===== src/rtl/rtc_pkg.sv =====
package rtc_pkg;
  localparam int BYTE_W = 8;
  localparam int REG_N  = 7;
  localparam int ADDR_W = $clog2(REG_N);

  typedef enum logic [ADDR_W-1:0] {
    RA_SEC   = 3'd0,
    RA_MIN   = 3'd1,
    RA_HOUR  = 3'd2,
    RA_DATE  = 3'd3,
    RA_MONTH = 3'd4,
    RA_DOW   = 3'd5,
    RA_YEAR  = 3'd6
  } reg_idx_e;

  // One packed-BCD step of a two-digit value.
  function automatic logic [BYTE_W-1:0] bcd_inc(input logic [BYTE_W-1:0] v);
    logic [3:0] lo;
    logic [3:0] hi;
    if (v[3:0] == 4'd9) begin
      lo = 4'd0;
      hi = v[7:4] + 4'd1;
    end else begin
      lo = v[3:0] + 4'd1;
      hi = v[7:4];
    end
    return {hi, lo};
  endfunction
endpackage


===== src/rtl/rtc_bcd_wrap.sv =====
module rtc_bcd_wrap
  import rtc_pkg::*;
(
  input  logic [BYTE_W-1:0] cur,
  input  logic [BYTE_W-1:0] first,
  input  logic [BYTE_W-1:0] last,
  output logic [BYTE_W-1:0] nxt,
  output logic              at_last
);
  always_comb begin
    at_last = (cur == last);
    nxt     = at_last ? first : bcd_inc(cur);
  end
endmodule


===== src/rtl/rtc_hour_step.sv =====
module rtc_hour_step
  import rtc_pkg::*;
(
  input  logic [BYTE_W-1:0] cur,
  output logic [BYTE_W-1:0] nxt,
  output logic              day_carry
);
  logic       pm;
  logic [4:0] h12;

  always_comb begin
    pm        = cur[5];
    h12       = cur[4:0];
    nxt       = cur;
    day_carry = 1'b0;
    if (cur[7]) begin
      if (h12 == 5'h12) begin
        nxt = {2'b10, pm, 5'h01};
      end else if (h12 == 5'h11) begin
        nxt       = {2'b10, ~pm, 5'h12};
        day_carry = pm;
      end else begin
        nxt = {2'b10, pm, bcd_inc({3'b000, h12})[4:0]};
      end
    end else begin
      if (cur[5:0] == 6'h23) begin
        nxt       = 8'h00;
        day_carry = 1'b1;
      end else begin
        nxt = {2'b00, bcd_inc({2'b00, cur[5:0]})[5:0]};
      end
    end
  end
endmodule


===== src/rtl/rtc_month_len.sv =====
module rtc_month_len
  import rtc_pkg::*;
(
  input  logic [BYTE_W-1:0] month,
  input  logic [BYTE_W-1:0] year,
  output logic [BYTE_W-1:0] last_date
);
  logic leap;

  always_comb begin
    // Divisible by 4: even tens need units 0/4/8, odd tens need 2/6.
    if (year[4])
      leap = (year[3:0] == 4'd2) || (year[3:0] == 4'd6);
    else
      leap = (year[3:0] == 4'd0) || (year[3:0] == 4'd4) || (year[3:0] == 4'd8);
    case (month)
      8'h02:                      last_date = leap ? 8'h29 : 8'h28;
      8'h04, 8'h06, 8'h09, 8'h11: last_date = 8'h30;
      default:                    last_date = 8'h31;
    endcase
  end
endmodule


===== src/rtl/bcd_rtc_core.sv =====
module bcd_rtc_core
  import rtc_pkg::*;
#(
  parameter logic [7:0] RST_DATE  = 8'h01,
  parameter logic [7:0] RST_MONTH = 8'h01,
  parameter logic [7:0] RST_DOW   = 8'h01,
  parameter logic [7:0] RST_YEAR  = 8'h00
) (
  input  logic       clk,
  input  logic       rst,
  input  logic       tick,
  input  logic       wr_en,
  input  logic [2:0] wr_addr,
  input  logic [7:0] wr_data,
  output logic [7:0] sec_q,
  output logic [7:0] min_q,
  output logic [7:0] hour_q,
  output logic [7:0] date_q,
  output logic [7:0] month_q,
  output logic [7:0] dow_q,
  output logic [7:0] year_q
);
  logic [BYTE_W-1:0] regs_q [REG_N];
  logic [BYTE_W-1:0] step   [REG_N];
  logic [REG_N-1:0]  adv;
  logic [REG_N-1:0]  wrap;
  logic [BYTE_W-1:0] last_date;

  rtc_bcd_wrap u_sec (.cur(regs_q[RA_SEC]), .first(8'h00), .last(8'h59),
                      .nxt(step[RA_SEC]), .at_last(wrap[RA_SEC]));
  rtc_bcd_wrap u_min (.cur(regs_q[RA_MIN]), .first(8'h00), .last(8'h59),
                      .nxt(step[RA_MIN]), .at_last(wrap[RA_MIN]));
  rtc_hour_step u_hour (.cur(regs_q[RA_HOUR]), .nxt(step[RA_HOUR]),
                        .day_carry(wrap[RA_HOUR]));
  rtc_month_len u_mlen (.month(regs_q[RA_MONTH]), .year(regs_q[RA_YEAR]),
                        .last_date(last_date));
  rtc_bcd_wrap u_date (.cur(regs_q[RA_DATE]), .first(8'h01), .last(last_date),
                       .nxt(step[RA_DATE]), .at_last(wrap[RA_DATE]));
  rtc_bcd_wrap u_mon (.cur(regs_q[RA_MONTH]), .first(8'h01), .last(8'h12),
                      .nxt(step[RA_MONTH]), .at_last(wrap[RA_MONTH]));
  rtc_bcd_wrap u_dow (.cur(regs_q[RA_DOW]), .first(8'h01), .last(8'h07),
                      .nxt(step[RA_DOW]), .at_last(wrap[RA_DOW]));
  rtc_bcd_wrap u_year (.cur(regs_q[RA_YEAR]), .first(8'h00), .last(8'h99),
                       .nxt(step[RA_YEAR]), .at_last(wrap[RA_YEAR]));

  // Carry chain: every stage advances in the same cycle as the tick.
  always_comb begin
    adv[RA_SEC]   = tick & ~regs_q[RA_SEC][7];
    adv[RA_MIN]   = adv[RA_SEC] & wrap[RA_SEC];
    adv[RA_HOUR]  = adv[RA_MIN] & wrap[RA_MIN];
    adv[RA_DATE]  = adv[RA_HOUR] & wrap[RA_HOUR];
    adv[RA_DOW]   = adv[RA_DATE];
    adv[RA_MONTH] = adv[RA_DATE] & wrap[RA_DATE];
    adv[RA_YEAR]  = adv[RA_MONTH] & wrap[RA_MONTH];
  end

  function automatic logic [BYTE_W-1:0] rst_val(input int idx);
    case (idx)
      RA_DATE:  return RST_DATE;
      RA_MONTH: return RST_MONTH;
      RA_DOW:   return RST_DOW;
      RA_YEAR:  return RST_YEAR;
      default:  return 8'h00;
    endcase
  endfunction

  for (genvar g = 0; g < REG_N; g++) begin : g_reg
    always_ff @(posedge clk) begin
      if (rst)
        regs_q[g] <= rst_val(g);
      else if (wr_en && (wr_addr == ADDR_W'(g)))
        regs_q[g] <= wr_data;
      else if (adv[g])
        regs_q[g] <= step[g];
    end
  end

  assign sec_q   = regs_q[RA_SEC];
  assign min_q   = regs_q[RA_MIN];
  assign hour_q  = regs_q[RA_HOUR];
  assign date_q  = regs_q[RA_DATE];
  assign month_q = regs_q[RA_MONTH];
  assign dow_q   = regs_q[RA_DOW];
  assign year_q  = regs_q[RA_YEAR];
endmodule


===== config.mk =====
export PLATFORM = sky130hd
export DESIGN_NAME = bcd_rtc_core
export DESIGN_NICKNAME = d
export VERILOG_FILES = /design/src/rtl/rtc_pkg.sv /design/src/rtl/rtc_bcd_wrap.sv /design/src/rtl/rtc_hour_step.sv /design/src/rtl/rtc_month_len.sv /design/src/rtl/bcd_rtc_core.sv
export SDC_FILE = /design/constraint.sdc
export NUM_CORES = 1
export LEC_CHECK = 0
export BUFFER_PORTS_ARGS = -buffer_cell sky130_fd_sc_hd__buf_2
export CELL_PAD_IN_SITES_DETAIL_PLACEMENT = 0
export CELL_PAD_IN_SITES_GLOBAL_PLACEMENT = 1
export CORE_ASPECT_RATIO = 1.1
export CORE_MARGIN = 5
export CORE_UTILIZATION = 43
export CTS_CLUSTER_DIAMETER = 60
export DETAILED_ROUTE_END_ITERATION = 6
export PLACE_DENSITY = 0.91
export SLEW_MARGIN = 20
export SYNTH_ARGS = -nofsm -noshare
export SYNTH_HDL_FRONTEND = slang
export SYNTH_SLANG_ARGS = --single-unit

===== constraint.sdc =====
create_clock -name clk -period 3.05 [get_ports clk]
set_input_delay 0.61 -clock clk [delete_from_list [all_inputs] [get_ports clk]]
set_output_delay 0.61 -clock clk [all_outputs]
set_load 0.01 [all_outputs]

# Word level (Yosys, flattened, before mapping)
# Memory sizes are Yosys's and may differ from the RTL's.
# Cells that the tools add are included.
[totals]
register_bits = 0
out_inout_bits = 56
ram_bits = 56
romBits = 0
in_bits = 15
wordCells = 178
latchBits = 0
memories = 1
[memory_table]
columns = ["name", "words", "width", "read_ports", "rd_ports_with_merged_regs", "wr", "line", "rtl"]
rows = [
  ["regs_q", 7, 8, 7, 0, 7, "bcd_rtc_core.sv:23", "logic [BYTE_W-1:0] regs_q [REG_N];"],
]
[classes]
shifts = 0
n_eq_ne = 31
bitwise = 22
reduce_logical = 13
mul = 0
order_cmp = 0
n_mux = 96
n_addsub = 15
n_div = 0
[op_table]
columns = ["operator", "n"]
rows = [
  ["8-bit 2-to-1 mux", 22],
  ["1-bit 2-to-1 mux", 57],
  ["4-bit by 1-bit adder with 4-bit output (second input constant)", 13],
  ["4-bit 2-to-1 mux", 13],
  ["4-bit == test (second input constant)", 8],
  ["8-bit by 3-bit == test with 1-bit output (second input constant)", 3],
  ["8-bit by 5-bit == test with 1-bit output (second input constant)", 2],
  ["8-bit by 7-bit == test with 1-bit output (second input constant)", 2],
  ["8-bit case mux with 2 select lines", 1],
  ["1-bit bitwise OR", 14],
  ["6-bit 2-to-1 mux", 2],
  ["5-bit == test (second input constant)", 2],
  ["3-bit == test (second input constant)", 3],
  ["4-bit by 3-bit == test with 1-bit output (second input constant)", 2],
  ["8-bit by 2-bit == test with 1-bit output (second input constant)", 1],
  ["8-bit by 4-bit == test with 1-bit output (second input constant)", 1],
  ["8-bit == test", 1],
  ["8-bit == test (second input constant)", 1],
  ["1-bit logical AND", 7],
  ["1-bit bitwise AND", 6],
  ["3-bit by 2-bit == test with 1-bit output (second input constant)", 2],
  ["6-bit == test (second input constant)", 1],
  ["4-bit by 2-bit == test with 1-bit output (second input constant)", 1],
  ["4-bit logical NOT", 1],
  ["8 further kinds", 11],
]

# Logic depth before layout (Yosys ltp)
# Gate-level depths: netlist (run 1).
# An unclocked memory read counts as a cell.
[depth]
ltp_word = 15
depth_mapped = 8
depth_no_buf = 7

# Hierarchy
# A second synthesis (run 1) with hierarchy kept.
[unflattened]
hier_cells = 481
area_unflattened_um2 = 5200.0
[modules_own_cells]
columns = ["module", "instances", "seq_area_each_um2", "area_each_um2", "cells_per_inst"]
rows = [
  ["bcd_rtc_core", 1, 1681.6, 2805.2, 192],
  ["rtc_bcd_wrap", 6, 0.0, 320.3, 38],
  ["rtc_hour_step", 1, 0.0, 330.3, 41],
  ["rtc_month_len", 1, 0.0, 142.6, 20],
]

# Worst setup path before layout (run 1)
# Ideal clock, no wire load.
[synth_path]
kind = "reg-to-reg"
from = "memory regs_q[4][4]"
to = "memory regs_q[6][4], enable pin"
path_slack_ns = 0.197
path_stages_with_launch = 8
setup_ns = 0.379
arrival_time_ns = 2.474
synth_period_minus_slack_ns = 2.853
path_buffers = 0
t_required_ns = 2.671
cell_sequence = "edfxtp_1 -> inv_1 -> ha_1 -> nand4bb_1 -> or4_4 -> a2111oi_4 -> nand2_1 -> o41ai_1"
[synth_lines]
columns = ["item", "line"]
rows = [
  ["from (decl)", "bcd_rtc_core.sv:23"],
]

==> impl_metrics.py, run 1 <==
metrics = {
    "floorplan": {
        "die_x_um": 101,
        "core_area_mm2": 0.00887,
        "die-area_mm2": 0.0111,
        "initial_utilization_pct": 43.9,
        "pin_count": 71,
        "rows": 36,
        "die_h_um": 110,
    },
    "yosys": {
        "async_flop_share_pct": 0,
        "synthCells": 417,
        "synth_seq_area_share_pct": 43.2,
        "postSynthAreaPerCell_um2": 9.33,
        "synth.area.top_cells": "edfxtp_1 43%, o21ai_0 7.6%, ha_1 6.4%, nand2_1 6.4%, nand3_1 3.3%",
        "synth.most_common_cell": "nand2_1",
        "synth_edf_count": 56,
        "yosys.area.top_type": "edfxtp_1",
        "synthesis.area_mm2": 0.00389,
        "ys.warnings.count": 0,
        "ys_ff_latch": 56,
        "ys.flop_type": "edfxtp_1",
        "synth_common_cells": "66 x nand2_1, 59 x o21ai_0, 56 x edfxtp_1, 26 x nand3_1, 24 x inv_1",
        "syn_nets": 452,
        "yosys.area.top_type_share_pct": 43.2,
        "synth_cell_types": 56,
    },
    "cells_and_area": {
        "drive_gt1_share_pct": 21.0,
        "reg_top3": "regs_q (56)",
        "num-fill-cells": 840,
        "diodes": 0,
        "largest_reg_flops": 56,
        "regMostFlops": "regs_q",
        "syn_to_final_growth_pct": 16.7,
        "nNetsFinal": 535,
    },
    "global_route": {
        "grt_overflow": 0,
        "grt_max_degree": 22,
        "grt_pass1_vias": 3383,
        "grt_pass1_wl_um": 16700,
        "antenna_found_initial": 1,
        "grt_usage_pct": 18.6,
    },
    "pwr": {
        "peakVddDrop_mv": 0.204,
        "p_leak_nw": 1.70,
        "powerDensity_mw_per_mm2": 369,
    },
    "placed_design": {
        "place_congestion": 0.814,
        "io_buffers": 70,
        "pre_cts_slack_ps": 116,
        "place_hpwl_um": 7950,
    },
    "setup_path": {
        "timing.rr.start": "regs_q[4][4]",
        "timing.critical_path.mode_cell": "buf_4",
        "start_kind": "flip-flop",
        "regToRegSetupSlack_ps": 180,
        "startpoint": "regs_q[4][4]",
        "crit_slowest_cell": "or4_4",
        "cp-end-kind": "flip-flop",
        "crit_type": "reg -> reg",
        "crit_path_end": "regs_q[6][4]",
        "worstPathRequired_ps": 3090,
        "cp.arrival_ps": 2920,
        "critPathMaxStageDelay_ps": 520,
        "r2r-end": "regs_q[6][4]",
        "cp_max_fo": 6,
        "rr_worst_depth": 9,
        "crit_chain": "inv_1, ha_1, nand4bb_1, or4_4, a2111oi_4, nand2_1, buf_4, o41ai_1, buf_4",
    },
    "routing": {
        "vias_per_cell": 5.69,
        "antenna_left": 0,
        "dr_total_vias": 3497,
        "wire_per_inst_um": 16.7,
        "remaining_drc_errors": 0,
        "first_iter_violations": 258,
        "wl_um": 10300,
        "dr.pass1.iters": 4,
    },
    "sta": {
        "fin_skew_ps": 9.93,
        "fmax_mhz": 348,
        "hold_violations": 0,
        "maxSlewViolCount": 0,
        "fin_ws_ps": 175,
        "worst_pin_slew_ps": 859,
        "setup_viol": 0,
        "rsz0062_at_grt": "no",
        "tns_ps": 0,
        "period_minus_slack_ps": 2870,
        "finalCritPeriodShare_pct": 94.3,
        "slew-limit-headroom_pct": 42.3,
    },
    "run": {
        "maxCapViolations": 0,
    },
    "clocking": {
        "cts_hold_buf": 0,
        "cts.sinks": 56,
        "cts_root_buf": "clkbuf_8",
        "post-cts-setup-buffers": 0,
        "htree_levels": 2,
        "cts_buffers": 5,
        "clk_path_buf_depth": 2,
        "clock_latency_ps": 310,
        "cts_tree": "built",
        "path_clk_slew_ps": 100,
    },
    "min_path": {
        "hp-class": "reg -> reg",
    },
    "outcome": {
        "status": "finished, final reports clean",
    },
}
repair_timing:
| action | CTS | global route |
|---|---|---|
| endpoints found under the setup margin | 0 | 4 |
| endpoints found under the hold margin | 0 | 0 |
| gates resized for setup | 0 | 1 |
layout make-up:
cell class | count | area [um^2] | area share [%]
flip-flops and latches | 56 | 1680 | 37.0
inverters | 24 | 90.1 | 1.98
repair buffers | 86 | 470 | 10.4
multi-input cells | 327 | 2070 | 45.6
well taps | 114 | 143 | 3.14
clock inverters | 3 | 18.8 | 0.413
clock buffers | 5 | 68.8 | 1.52
power breakdown:
| part | switching [mW] | leakage [nW] | internal, mW | total (mW) |
|---|---|---|---|---|
| logic | 0.182 | 1.11 | 0.125 | 0.307 |
| registers | 0.0663 | 0.559 | 0.900 | 0.966 |
| clock network | 0.244 | 0.0378 | 0.159 | 0.404 |
| total | 0.493 | 1.70 | 1.18 | 1.68 |
critical path: cells and delay by family, from the launching register on:
| family | cells | cell delay, ps |
|---|---|---|
| AND/OR/NAND/NOR | 3 | 800 |
| AO/OA/AOI/OAI | 2 | 620 |
| buffers and inverters | 3 | 500 |
| flip-flops | 1 | 460 |
| adder cells (fa/ha/maj) | 1 | 220 |
stage by stage:
stage	std cells	util [%]	hold slack (ps)	instance area, um^2	power (mW)
2_1_floorplan	417	-	698	3890	1.15
3_3_place_gp	607	50.1	662	4450	1.28
3_5_place_dp	607	50.1	678	4450	1.29
4_1_cts	615	51.1	693	4540	1.68
5_1_grt	615	51.2	724	4540	1.75
6_report	615	51.2	696	4540	1.68
routing by layer:
layer	GRT usage [%]	part of all wire, %	vias up
li1	-	-	1702
met1	25.1	43	1673
met2	31.5	48	110
met3	3.17	7.5	10
met4	3.75	1.1	2
met5	0	0.068	-
placed cells by master, fill, tap and decap left out, types with 2 or more instances in the layout:
cell | synthesis | routed
nand4b_1 | 4 | 4
nand3_1 | 26 | 26
and3_1 | 2 | 2
buf_4 | 0 | 16
nor3_1 | 9 | 8
nor3b_1 | 2 | 2
nor2b_1 | 10 | 10
nand3b_1 | 5 | 5
ha_1 | 20 | 20
nor4_1 | 3 | 3
inv_1 | 24 | 24
and2_1 | 8 | 8
nand2b_1 | 8 | 8
edfxtp_1 | 56 | 56
a22o_1 | 2 | 2
buf_2 | 3 | 70
xor2_1 | 8 | 8
nand4_1 | 3 | 3
xnor2_1 | 14 | 14
a21oi_1 | 8 | 8
o31ai_1 | 4 | 4
nand4bb_1 | 2 | 2
nand2_1 | 66 | 66
a32o_1 | 6 | 6
and3b_1 | 2 | 2
clkbuf_8 | 0 | 5
clkinvlp_4 | 0 | 2
nor2_1 | 17 | 17
or3_1 | 5 | 5
o21ai_0 | 59 | 59
a31oi_1 | 7 | 7
or2_2 | 2 | 2
or4_4 | 2 | 2
how the worst min path moves through the flow:
stage                       from            to  slack, ps  cells past startpoint
global route          wr_data[0]  regs_q[0][0]        720                      3
finish              regs_q[0][4]  regs_q[0][4]        700                      1
detailed placement  regs_q[0][0]  regs_q[0][0]        680                      1
CTS                 regs_q[0][4]  regs_q[0][4]        690                      1
floorplan           regs_q[5][7]  regs_q[5][7]        700                      2
global placement    regs_q[0][0]  regs_q[0][0]        660                      1
cell families (layout without fill, tap and decap cells):
kind of cell / count (synthesis) / after routing / share of synthesized area (%)
flops: 56 / 56 / 43.2
buf+inv: 34 / 118 / 3.76
simple gates: 180 / 180 / 24.3
fa+ha+maj: 20 / 20 / 6.43
xor+xnor: 22 / 22 / 4.95
compound gates: 104 / 104 / 17.1
mux: 1 / 1 / 0.289
Power figures use the tool's default switching activity.
==> run 2: changes to the inputs <==
CORE_UTILIZATION = 39   (was 43)
PLACE_DENSITY = 0.87   (was 0.91)
clock period = 2.6 ns   (was 3.05 ns; I/O delays follow)
==> run 2 against run 1 <==
The flow now finishes with violations (negative setup slack). Non-clock buffer count rose by 43. Largest cell class unchanged. Largest power group unchanged. Critical path depth fell by 1. Via count rose by 4.9%. Cell count rose by 7.8%. Global-route usage fell by 0.71 points. Routed wire length rose by 10%. Sequential share of layout area fell by 3.6 points. Flip-flop and latch count did not move. Clock skew rose by 2.2 ps. Register-to-register slack got worse by 210 ps.
==> impl_metrics.py, run 2 (synthesis gave the netlist of run 1 again) <==
metrics = {
    "setup_path": {
        "start_kind": "flip-flop",
        "worstPathRequired_ps": 2590,
        "crit_chain": "inv_2, ha_4, nand4bb_1, or4_4, a2111oi_4, nand2_2, buf_12, o41ai_4",
        "regToRegSetupSlack_ps": -40,
        "crit_slowest_cell": "or4_4",
        "rr_worst_depth": 8,
        "timing.rr.start": "regs_q[4][5]",
        "cp_max_fo": 4,
        "cp.arrival_ps": 2630,
        "crit_type": "reg -> reg",
        "critPathMaxStageDelay_ps": 520,
        "critical_path.top_delay_family": "simple AND/OR/NAND/NOR gates",
        "path_buf_inv": 2,
        "r2r-end": "regs_q[6][4]",
        "cp-end-kind": "flip-flop",
    },
    "cells_and_area": {
        "final_cell_area_mm2": 0.00502,
        "nNetsFinal": 578,
        "syn_to_final_growth_pct": 29.1,
        "regMostFlops": "regs_q",
        "layout_common_cells": "70 x buf_2, 65 x nand2_1, 56 x edfxtp_1",
        "layout_commonest_cell": "buf_2",
        "instances_no_fill": 663,
        "drive_gt1_share_pct": 30.6,
        "largest_reg_flops": 56,
        "reg_top3": "regs_q (56)",
        "diodes": 0,
    },
    "placed_design": {
        "place_congestion": 0.856,
        "place_area_mm2": 0.00476,
        "io_buffers": 70,
        "pre_cts_slack_ps": -130,
        "place_inst": 645,
        "place_hpwl_um": 8440,
    },
    "global_route": {
        "grt_pass1_vias": 3610,
        "grt_max_degree": 16,
        "antenna_found_initial": 0,
        "grt_pass1_wl_um": 17700,
        "grt_usage_pct": 17.9,
        "grt_overflow": 0,
    },
    "sta": {
        "finalCritPeriodShare_pct": 102,
        "fin_ws_ps": -39.3,
        "period_minus_slack_ps": 2640,
        "hold_violations": 0,
        "setup_viol": 17,
        "rsz0062_at_grt": "yes",
        "worst_pin_slew_ps": 601,
        "fin_skew_ps": 12.1,
        "maxSlewViolCount": 0,
        "fmax_mhz": 379,
        "slew-limit-headroom_pct": 59.5,
    },
    "min_path": {
        "worstHoldEndpoint": "regs_q[2][0]",
        "holdPathStages": 3,
        "hp-class": "in -> reg",
        "hold_start": "wr_data[0]",
    },
    "clocking": {
        "htree_levels": 2,
        "path_clk_slew_ps": 100,
        "clk_path_buf_depth": 2,
        "cts_tree": "built",
        "cts_buffers": 5,
        "cts.sinks": 56,
        "cts_root_buf": "clkbuf_8",
        "clock_latency_ps": 310,
        "cts_hold_buf": 0,
    },
    "floorplan": {
        "die-area_mm2": 0.0121,
        "rows": 38,
        "die_x_um": 105,
        "die_h_um": 115,
        "pin_count": 71,
        "core_area_mm2": 0.00979,
        "initial_utilization_pct": 39.7,
    },
    "outcome": {
        "status": "complete, but fails checks",
        "violations": "negative setup slack",
    },
    "pwr": {
        "p_leak_nw": 1.97,
        "peakVddDrop_mv": 0.174,
        "powerDensity_mw_per_mm2": 401,
        "p_total_mw": 2.02,
    },
    "routing": {
        "wl_um": 11300,
        "vias_per_cell": 5.53,
        "first_iter_violations": 244,
        "dr_total_vias": 3667,
        "dr.pass1.iters": 5,
        "remaining_drc_errors": 0,
        "wire_per_inst_um": 17.1,
        "antenna_left": 0,
    },
    "run": {
        "maxCapViolations": 0,
    },
}
[run 2: cell types whose count changed in the layout (fill, tap and decap cells not counted), moves of 3 or more]
cell,delta
buf_4,+39
o21ai_0,-15
o21ai_2,+9
o21ai_1,+6
o31ai_4,+3
[run 2: stage by stage]
stage               setup TNS [ps]  hold WS, ps  utilization [%]
finish                        -496          626             51.3
global route                 -2840          637             51.3
CTS                           -129          610             50.0
detailed placement           -1400          678             48.6
global placement             -63.4          670             48.6
floorplan                     -562          698                -
[run 2: worst max path at each step]
stage,to,slack [ps],cells after the start,start
2_1_floorplan,regs_q[3][4],-60,7,regs_q[4][4]
3_3_place_gp,regs_q[4][4],-20,8,regs_q[4][4]
3_5_place_dp,regs_q[4][6],-130,8,regs_q[4][4]
4_1_cts,regs_q[4][3],-10,7,regs_q[4][5]
5_1_grt,regs_q[6][6],-160,8,regs_q[4][5]
6_report,regs_q[6][4],-40,8,regs_q[4][5]
[run 2: cell type report]
class	count	area (um^2)
clock buffers	5	68.8
well taps	120	150
repair buffers	129	843
clock inverters	2	7.51
inverters	24	90.1
multi-input cells	327	2180
fillers	906	4770
flip-flops and latches	56	1680
[run 2: timing repair]
item	CTS	global route
resized for setup	6	30
setup buffers	4	7
pin swaps	3	15
endpoints found under the setup margin	21	43
gates cloned	0	1
[run 2: tightest hold or removal path, stage by stage]
cell and delay (ps):
buf_2 180, nand2_1 60, o21ai_0 60
[run 2: routing by layer]
| metal | up-vias | GRT usage [%] | share of wire [%] |
|---|---|---|---|
| met3 | 16 | 2.30 | 6.0 |
| met2 | 126 | 30.9 | 50 |
| met1 | 1746 | 23.2 | 42 |
| li1 | 1779 | - | - |
| met5 | - | 0 | 0 |
| met4 | 0 | 6.22 | 1.8 |
[run 2: power by group]
| part | switching [mW] | internal, mW | total (mW) | leakage (nW) |
|---|---|---|---|---|
| logic | 0.255 | 0.194 | 0.450 | 1.37 |
| registers | 0.0604 | 1.05 | 1.12 | 0.559 |
| clock network | 0.272 | 0.179 | 0.451 | 0.0391 |
